File: src/rtl/uart_rx_pkg.sv
package uart_rx_pkg;

  // Control-to-datapath strobes, valid for one clock.
  typedef struct packed {
    logic startFrame;
    logic shiftEn;
    logic bitVal;
    logic noiseHit;
    logic frameDone;
    logic stopBit;
  } rx_strobe_t;

  typedef enum logic [1:0] {
    RX_HUNT,
    RX_START,
    RX_DATA,
    RX_STOP
  } rx_state_e;

  localparam int STAT_FULL  = 0;
  localparam int STAT_OVR   = 1;
  localparam int STAT_NOISE = 2;
  localparam int STAT_PAR   = 3;
  localparam int STAT_FRM   = 4;

endpackage

File: src/rtl/uart_rx_ctrl.sv
module uart_rx_ctrl
  import uart_rx_pkg::*;
#(
  parameter int OVERSAMPLE = 16,
  parameter int DATA_W     = 9
) (
  input  logic       clk,
  input  logic       rstN,
  input  logic       sampleTick,
  input  logic       rxLine,
  input  logic       nineBitMode,
  output rx_strobe_t strobe
);

  localparam int CNT_W = $clog2(OVERSAMPLE);
  localparam int MID   = OVERSAMPLE / 2;
  localparam int IDX_W = $clog2(DATA_W + 1);

  localparam logic [CNT_W-1:0] CNT_A    = CNT_W'(MID - 1);
  localparam logic [CNT_W-1:0] CNT_B    = CNT_W'(MID);
  localparam logic [CNT_W-1:0] CNT_DEC  = CNT_W'(MID + 1);
  localparam logic [CNT_W-1:0] CNT_LAST = CNT_W'(OVERSAMPLE - 1);

  logic [1:0]       syncQ;
  logic             rxS;
  rx_state_e        state;
  logic [CNT_W-1:0] tickCnt;
  logic [IDX_W-1:0] bitIdx;
  logic [IDX_W-1:0] lastIdx;
  logic             sampA, sampB;
  logic             voted, disagree, decide;

  // two-flop synchronizer, line idles high
  always_ff @(posedge clk or negedge rstN) begin
    if (!rstN) syncQ <= 2'b11;
    else       syncQ <= {syncQ[0], rxLine};
  end
  assign rxS = syncQ[1];

  assign lastIdx  = nineBitMode ? IDX_W'(DATA_W - 1) : IDX_W'(DATA_W - 2);
  assign voted    = (sampA & sampB) | (sampA & rxS) | (sampB & rxS);
  assign disagree = !((sampA == sampB) && (sampB == rxS));
  assign decide   = sampleTick && (state != RX_HUNT) && (tickCnt == CNT_DEC);

  always_comb begin
    strobe            = '0;
    strobe.startFrame = sampleTick && (state == RX_HUNT) && !rxS;
    strobe.shiftEn    = decide && (state == RX_DATA);
    strobe.bitVal     = voted;
    strobe.noiseHit   = decide && disagree;
    strobe.frameDone  = decide && (state == RX_STOP);
    strobe.stopBit    = voted;
  end

  always_ff @(posedge clk or negedge rstN) begin
    if (!rstN) begin
      state   <= RX_HUNT;
      tickCnt <= '0;
      bitIdx  <= '0;
      sampA   <= 1'b1;
      sampB   <= 1'b1;
    end else if (sampleTick) begin
      if (state == RX_HUNT) begin
        if (!rxS) begin
          state   <= RX_START;
          tickCnt <= '0;
          bitIdx  <= '0;
        end
      end else begin
        tickCnt <= tickCnt + 1'b1;
        if (tickCnt == CNT_A) sampA <= rxS;
        if (tickCnt == CNT_B) sampB <= rxS;
        if (tickCnt == CNT_DEC) begin
          if (state == RX_START && voted) state <= RX_HUNT;
          if (state == RX_STOP)           state <= RX_HUNT;
        end
        if (tickCnt == CNT_LAST) begin
          tickCnt <= '0;
          if (state == RX_START) begin
            state  <= RX_DATA;
            bitIdx <= '0;
          end else if (state == RX_DATA) begin
            if (bitIdx == lastIdx) state <= RX_STOP;
            else                   bitIdx <= bitIdx + 1'b1;
          end
        end
      end
    end
  end

  // a start bit voted high at mid-bit sends the receiver back to hunting
  assert_false_start_R1: assert property (@(posedge clk) disable iff (!rstN)
    (decide && state == RX_START && voted) |=> (state == RX_HUNT));

  // strobes that start, advance and end a frame never coincide
  assert_strobe_excl_R6: assert property (@(posedge clk) disable iff (!rstN)
    $onehot0({strobe.startFrame, strobe.shiftEn, strobe.frameDone}));

endmodule

File: src/rtl/uart_rx_datapath.sv
module uart_rx_datapath
  import uart_rx_pkg::*;
#(
  parameter int DATA_W = 9
) (
  input  logic              clk,
  input  logic              rstN,
  input  rx_strobe_t        strobe,
  input  logic              nineBitMode,
  input  logic              parityEn,
  input  logic              parityOdd,
  input  logic              rdStrobe,
  input  logic              rdAddr,
  output logic [DATA_W-1:0] rdData,
  output logic              fullFlag
);

  logic [DATA_W-1:0] shifter;
  logic [DATA_W-1:0] word;
  logic [DATA_W-1:0] holdReg;
  logic              parAcc, noiseAcc;
  logic              fullQ, ovrQ, noiseQ, parQ, frmQ, armedQ;
  logic              clearNow, fullEff;
  logic              frameNoise, frameParErr;
  logic [DATA_W-1:0] statusVec;

  // frame shifter: bits enter at the top, so a short frame sits one place high
  always_ff @(posedge clk or negedge rstN) begin
    if (!rstN) begin
      shifter  <= '0;
      parAcc   <= 1'b0;
      noiseAcc <= 1'b0;
    end else if (strobe.startFrame) begin
      shifter  <= '0;
      parAcc   <= 1'b0;
      noiseAcc <= 1'b0;
    end else begin
      if (strobe.shiftEn) begin
        shifter <= {strobe.bitVal, shifter[DATA_W-1:1]};
        parAcc  <= parAcc ^ strobe.bitVal;
      end
      if (strobe.noiseHit) noiseAcc <= 1'b1;
    end
  end

  assign word        = nineBitMode ? shifter : {1'b0, shifter[DATA_W-1:1]};
  assign frameNoise  = noiseAcc | strobe.noiseHit;
  assign frameParErr = parityEn & (parAcc ^ parityOdd);
  assign clearNow    = rdStrobe & rdAddr & armedQ;
  assign fullEff     = fullQ & ~clearNow;

  always_ff @(posedge clk or negedge rstN) begin
    if (!rstN) begin
      holdReg <= '0;
      fullQ   <= 1'b0;
      ovrQ    <= 1'b0;
      noiseQ  <= 1'b0;
      parQ    <= 1'b0;
      frmQ    <= 1'b0;
      armedQ  <= 1'b0;
    end else begin
      if (rdStrobe) armedQ <= ~rdAddr;
      if (clearNow) begin
        fullQ  <= 1'b0;
        ovrQ   <= 1'b0;
        noiseQ <= 1'b0;
        parQ   <= 1'b0;
        frmQ   <= 1'b0;
      end
      if (strobe.frameDone) begin
        if (fullEff) begin
          ovrQ <= 1'b1;
        end else begin
          holdReg <= word;
          fullQ   <= 1'b1;
          noiseQ  <= frameNoise;
          parQ    <= frameParErr;
          frmQ    <= ~strobe.stopBit;
        end
      end
    end
  end

  always_comb begin
    statusVec             = '0;
    statusVec[STAT_FULL]  = fullQ;
    statusVec[STAT_OVR]   = ovrQ;
    statusVec[STAT_NOISE] = noiseQ;
    statusVec[STAT_PAR]   = parQ;
    statusVec[STAT_FRM]   = frmQ;
  end

  assign rdData   = rdAddr ? holdReg : statusVec;
  assign fullFlag = fullQ;

  // a handoff into an empty holding register loads the word and marks it
  assert_load_word_R6: assert property (@(posedge clk) disable iff (!rstN)
    (strobe.frameDone && !fullEff) |=> (fullQ && holdReg == $past(word)));

  // an overrun keeps the held word and its error flags
  assert_overrun_keeps_R7: assert property (@(posedge clk) disable iff (!rstN)
    (strobe.frameDone && fullEff) |=> (ovrQ && $stable(holdReg) && $stable(noiseQ)
                                       && $stable(parQ) && $stable(frmQ)));

  // an armed data read with no frame ending leaves all flags clear
  assert_clear_seq_R10: assert property (@(posedge clk) disable iff (!rstN)
    (clearNow && !strobe.frameDone) |=> (!fullQ && !ovrQ && !noiseQ && !parQ && !frmQ));

endmodule

File: src/rtl/uart_rx_top.sv
module uart_rx_top
  import uart_rx_pkg::*;
#(
  parameter int OVERSAMPLE = 16,
  parameter int DATA_W     = 9
) (
  input  logic              clk,
  input  logic              rstN,
  input  logic              sampleTick,
  input  logic              rxLine,
  input  logic              nineBitMode,
  input  logic              parityEn,
  input  logic              parityOdd,
  input  logic              rxIntEn,
  input  logic              rdStrobe,
  input  logic              rdAddr,
  output logic [DATA_W-1:0] rdData,
  output logic              rxIrq
);

  rx_strobe_t strobe;
  logic       fullFlag;

  uart_rx_ctrl #(.OVERSAMPLE(OVERSAMPLE), .DATA_W(DATA_W)) ctrl_i (
    .clk(clk), .rstN(rstN), .sampleTick(sampleTick), .rxLine(rxLine),
    .nineBitMode(nineBitMode), .strobe(strobe)
  );

  uart_rx_datapath #(.DATA_W(DATA_W)) dp_i (
    .clk(clk), .rstN(rstN), .strobe(strobe), .nineBitMode(nineBitMode),
    .parityEn(parityEn), .parityOdd(parityOdd), .rdStrobe(rdStrobe),
    .rdAddr(rdAddr), .rdData(rdData), .fullFlag(fullFlag)
  );

  assign rxIrq = rxIntEn & fullFlag;

  // the interrupt cannot rise while it is disabled
  assert_irq_mask_R8: assert property (@(posedge clk) disable iff (!rstN)
    $rose(rxIrq) |-> rxIntEn);

endmodule

File: config.mk
export PLATFORM = sky130hd
export DESIGN_NAME = uart_rx_top
export DESIGN_NICKNAME = d
export VERILOG_FILES = /design/src/rtl/uart_rx_pkg.sv /design/src/rtl/uart_rx_ctrl.sv /design/src/rtl/uart_rx_datapath.sv /design/src/rtl/uart_rx_top.sv
export SDC_FILE = /design/constraint.sdc
export NUM_CORES = 1
export LEC_CHECK = 0
export CAP_MARGIN = 15
export CORE_ASPECT_RATIO = 0.8
export CORE_MARGIN = 2
export CORE_UTILIZATION = 35
export DETAILED_ROUTE_END_ITERATION = 10
export DONT_BUFFER_PORTS = 1
export RECOVER_POWER = 100
export SYNTH_ARGS = -nofsm -noshare
export SYNTH_HDL_FRONTEND = slang
export SYNTH_SLANG_ARGS = --single-unit
File: constraint.sdc
create_clock -name clk -period 1.6 [get_ports clk]
set_clock_uncertainty 0.15 [all_clocks]
set_input_delay 0 -clock clk [delete_from_list [all_inputs] [get_ports clk]]
set_output_delay 0 -clock clk [all_outputs]
set_load 0.02 [all_outputs]
==> impl_metrics.py <==
metrics = {
    "sta": {
        "setup_repair_after_global_routing_missed_its_margin": "yes",
        "setup_ws_ns": -0.146,
        "layout_min_cycle_time_ns": 1.75,
        "report.final.hold_viol_count": 26,
        "max_freq_ghz": 0.573,
        "hold_slack_ns": -0.293,
        "slew_headroom_pct": 29.9,
        "worst_margin_pin_slew_ns": 1.05,
        "finalSetupViolations": 27,
        "maxSlewViolCount": 0,
        "timing.final.crit_share_pct": 109,
    },
    "cts": {
        "numClockSinks": 40,
        "cts_made_buffers": 5,
        "path_clk_slew_ns": 0.08,
        "cts_max_level": 2,
        "cts_tree": "built",
        "root_buffer": "sky130_fd_sc_hd__clkbuf_8",
        "cts_hold_buffers": 8,
        "worst_skew_pair.late_latency_ns": 0.29,
        "cts_buffer_depth": 2,
    },
    "global_routing": {
        "global_route.usage.total_pct": 14.6,
        "first_global_vias": 1520,
        "grt_first_pass_wirelength_um": 7720,
        "overall_overflow_remaining_after_global_route": 0,
        "largest_net_degree_at_the_start_of_global_routing": 41,
        "antenna_violations_before_repair": 0,
    },
    "detailed_routing": {
        "drt.antenna.violating_nets": 0,
        "routed_wirelength_um": 4930,
        "drc_errors": 0,
        "post_drt_via_cell_ratio": 4.97,
        "dr.pass1.iters": 4,
        "detailedRoute.firstIterationViolations": 71,
        "via_count": 1614,
        "post_drt_wl_per_cell_um": 15.2,
    },
    "floorplan": {
        "full_die_area_um2": 6580,
        "die_h_um": 72.9,
        "dieWidth_um": 90.2,
        "core_um2": 5820,
        "ioPinCount": 20,
        "count_of_standard_cell_rows": 25,
        "start_util_pct": 35.7,
    },
    "worst_setup_path": {
        "worst_path_largest_cell_delay_ns": 0.41,
        "timing.critical_path.arrival_ns": 1.81,
        "setup.worst_path.end_class": "flip-flop",
        "path_max_fanout": 6,
        "cp-start-kind": "flip-flop",
        "crit_chain": "inv_2 > ha_4 > and3b_2 > and4_4 > buf_6 > a21oi_2 > a31oi_1",
        "timing.setup.critical_path_class": "flip-flop to flip-flop",
        "worstPathRequired_ns": 1.66,
        "worst_setup_path_startpoint": "ctrl_i.tickCnt[1]",
        "crit-reg2reg-launch": "ctrl_i.tickCnt[1]",
        "worst_path_max_delay_cell": "sky130_fd_sc_hd__dfrtp_1",
    },
    "power": {
        "power.static_leakage_nw": 1.28,
        "ir_worst_vdd_mv": 0.537,
        "cellPowerDensity_nw_per_um2": 953,
    },
    "final_layout": {
        "finish.instance_area_um2": 2840,
        "final_util_pct": 48.7,
        "layout-drive-gt1-share_pct": 38.5,
        "area_growth_syn_to_layout_pct": 36.3,
        "final_net_count": 259,
        "num_antenna_cells": 0,
    },
    "hold_path": {
        "hold_path_class": "primary input to flip-flop",
        "origin_of_the_worst_min_delay_path": "sampleTick",
    },
    "yosys": {
        "synth_largest_type_area_fraction_pct": 43.3,
        "yosys.area.top_type": "sky130_fd_sc_hd__dfrtp_1",
        "fraction_of_the_mapped_netlist_area_in_compound_gates_pct": 12.1,
        "dominantRegCellSynth": "sky130_fd_sc_hd__dfrtp_1",
        "synth_edf_count": 0,
        "synth_mux_area_share_pct": 12.0,
        "synth_simple_gate_area_share_pct": 19.6,
        "largest_family_of_logic_cells_by_synthesized_area": "simple AND/OR/NAND/NOR gates",
        "ys_warn_count": 0,
        "mappedNetlistArea_um2": 2080,
        "post_synth_main_area_contributors": "sky130_fd_sc_hd__dfrtp_1 43%, sky130_fd_sc_hd__mux2i_1 8.2%, sky130_fd_sc_hd__dfstp_2 5.1%",
        "async_reset_ff_share_pct": 100,
        "syn-num-nets": 215,
        "synth_seq_area_share_pct": 48.4,
        "synth_xor_area_share_pct": 1.20,
        "synth_top_cells_by_count": "36 x sky130_fd_sc_hd__dfrtp_1, 21 x sky130_fd_sc_hd__nand2_1, 17 x sky130_fd_sc_hd__mux2i_1, 17 x sky130_fd_sc_hd__nor2_1, 15 x sky130_fd_sc_hd__o21ai_1",
        "ys_types": 46,
        "synth-adder-area-share_pct": 3.61,
        "syn-instance-count": 199,
        "postSynthRegisterBits": 40,
        "synth.most_common_cell": "sky130_fd_sc_hd__dfrtp_1",
        "average_size_of_a_mapped_cell_um2": 10.4,
    },
    "status": {
        "run_status": "finished with violations",
        "failed_checks": "negative hold slack, negative setup slack",
    },
    "placed_design": {
        "post-dp-hpwl_um": 3030,
        "routabilityCongestion": 0.768,
        "detailed_place.area_um2": 2340,
        "port-buffer-count": 0,
    },
    "flow_run": {
        "maxCapViolCount": 0,
    },
}
[area by class of cell]
class / count / area (um2)
Clock buffer: 5 / 68.8
Clock inverter: 3 / 46.3
Fill cell: 539 / 2980
Inverter: 3 / 11.3
Multi-Input combinational cell: 150 / 1230
Sequential cell: 40 / 1010
Tap cell: 81 / 101
Timing Repair Buffer: 43 / 373
[report_power, final]
part / switching, mW / total [mW] / internal (mW)
Combinational: 0.325 / 0.675 / 0.351
Clock: 0.366 / 0.836 / 0.470
Sequential: 0.0800 / 1.19 / 1.11
[worst paths after layout]
path | endpoint | slack (ns) | cells after the start
worst max register to register | dp_i.ovrQ | -0.15 | 7
min in group asynchronous | ctrl_i.tickCnt[0] | 0.30 | 2
max in group asynchronous | ctrl_i.state[0] | 0.30 | 2
worst min register to register | ctrl_i.syncQ[1] | 0.22 | 0
worst min-delay path | ctrl_i.bitIdx[1] | -0.29 | 2
worst max-delay path | dp_i.ovrQ | -0.15 | 7
[routing by layer]
layer / wire length [um] / track usage (%)
met5: 0 / 0
met4: 27 / 2.56
met3: 117 / 3.31
met2: 2370 / 23.2
met1: 2420 / 21.0
[through the flow]
stage | total power [mW] | instances | hold WS [ns] | worst slack (ns) | TNS (ns)
after floorplan | 1.47 | 199 | -0.446 | -0.0886 | -0.942
after global placement | 1.67 | 297 | -0.444 | -0.113 | -1.78
after detailed placement | 1.68 | 297 | -0.444 | -0.150 | -2.52
after CTS | 2.62 | 318 | -0.301 | -0.116 | -2.32
after global routing | 2.85 | 325 | -0.304 | -0.213 | -5.30
final | 2.70 | 325 | -0.293 | -0.146 | -3.01
[registers in the layout (all words and copies together) (netlist names)]
signal	count
ctrl_i.bitIdx	4
ctrl_i.sampA	1
ctrl_i.sampB	1
ctrl_i.state	2
ctrl_i.syncQ	2
ctrl_i.tickCnt	4
dp_i.armedQ	1
dp_i.frmQ	1
dp_i.fullFlag	1
dp_i.holdReg	9
dp_i.noiseAcc	1
dp_i.noiseQ	1
dp_i.ovrQ	1
dp_i.parAcc	1
dp_i.parQ	1
dp_i.shifter	9
[timing repair]
action / 4_1_cts / 5_1_grt
pin swaps: 3 / 19
setup buffers: 3 / 6
cloned: 2 / 1
endpoints found under the setup margin: 29 / 33
hold endpoints to repair: 79 / 17
resized for setup: 7 / 38
[placed cells by master (no fill, tap or decap), drive strengths merged, types with 2 or more instances in the layout]
cell	count
clkbuf	6
o21ai	21
dfrtp	36
nor2	18
nand2b	3
dfstp	4
nand3	8
and4b	2
o21a	2
nand4	2
nand4b	4
inv	4
dlygate4sd3	7
mux2i	17
and2	5
mux2	7
a21o	2
a21oi	8
a31oi	2
buf	35
and3	2
nand2	25
ha	6
a21boi	2
xor2	2
or3	2
[critical path, delay by kind of cell (launching register included)]
| kind | cells | cell delay [ns] |
|---|---|---|
| flip-flops | 1 | 0.41 |
| buffers and inverters | 2 | 0.23 |
| adder cells (fa/ha/maj) | 1 | 0.12 |
| AND/OR/NAND/NOR | 2 | 0.60 |
| AO/OA/AOI/OAI | 2 | 0.17 |
[cell families after synthesis]
kind of cell	count (synthesis)
simple gates	74
compound gates	41
mux	24
buf+inv	12
fa+ha+maj	6
xor+xnor	2
flops	40
(Power assumes the default switching activity.)
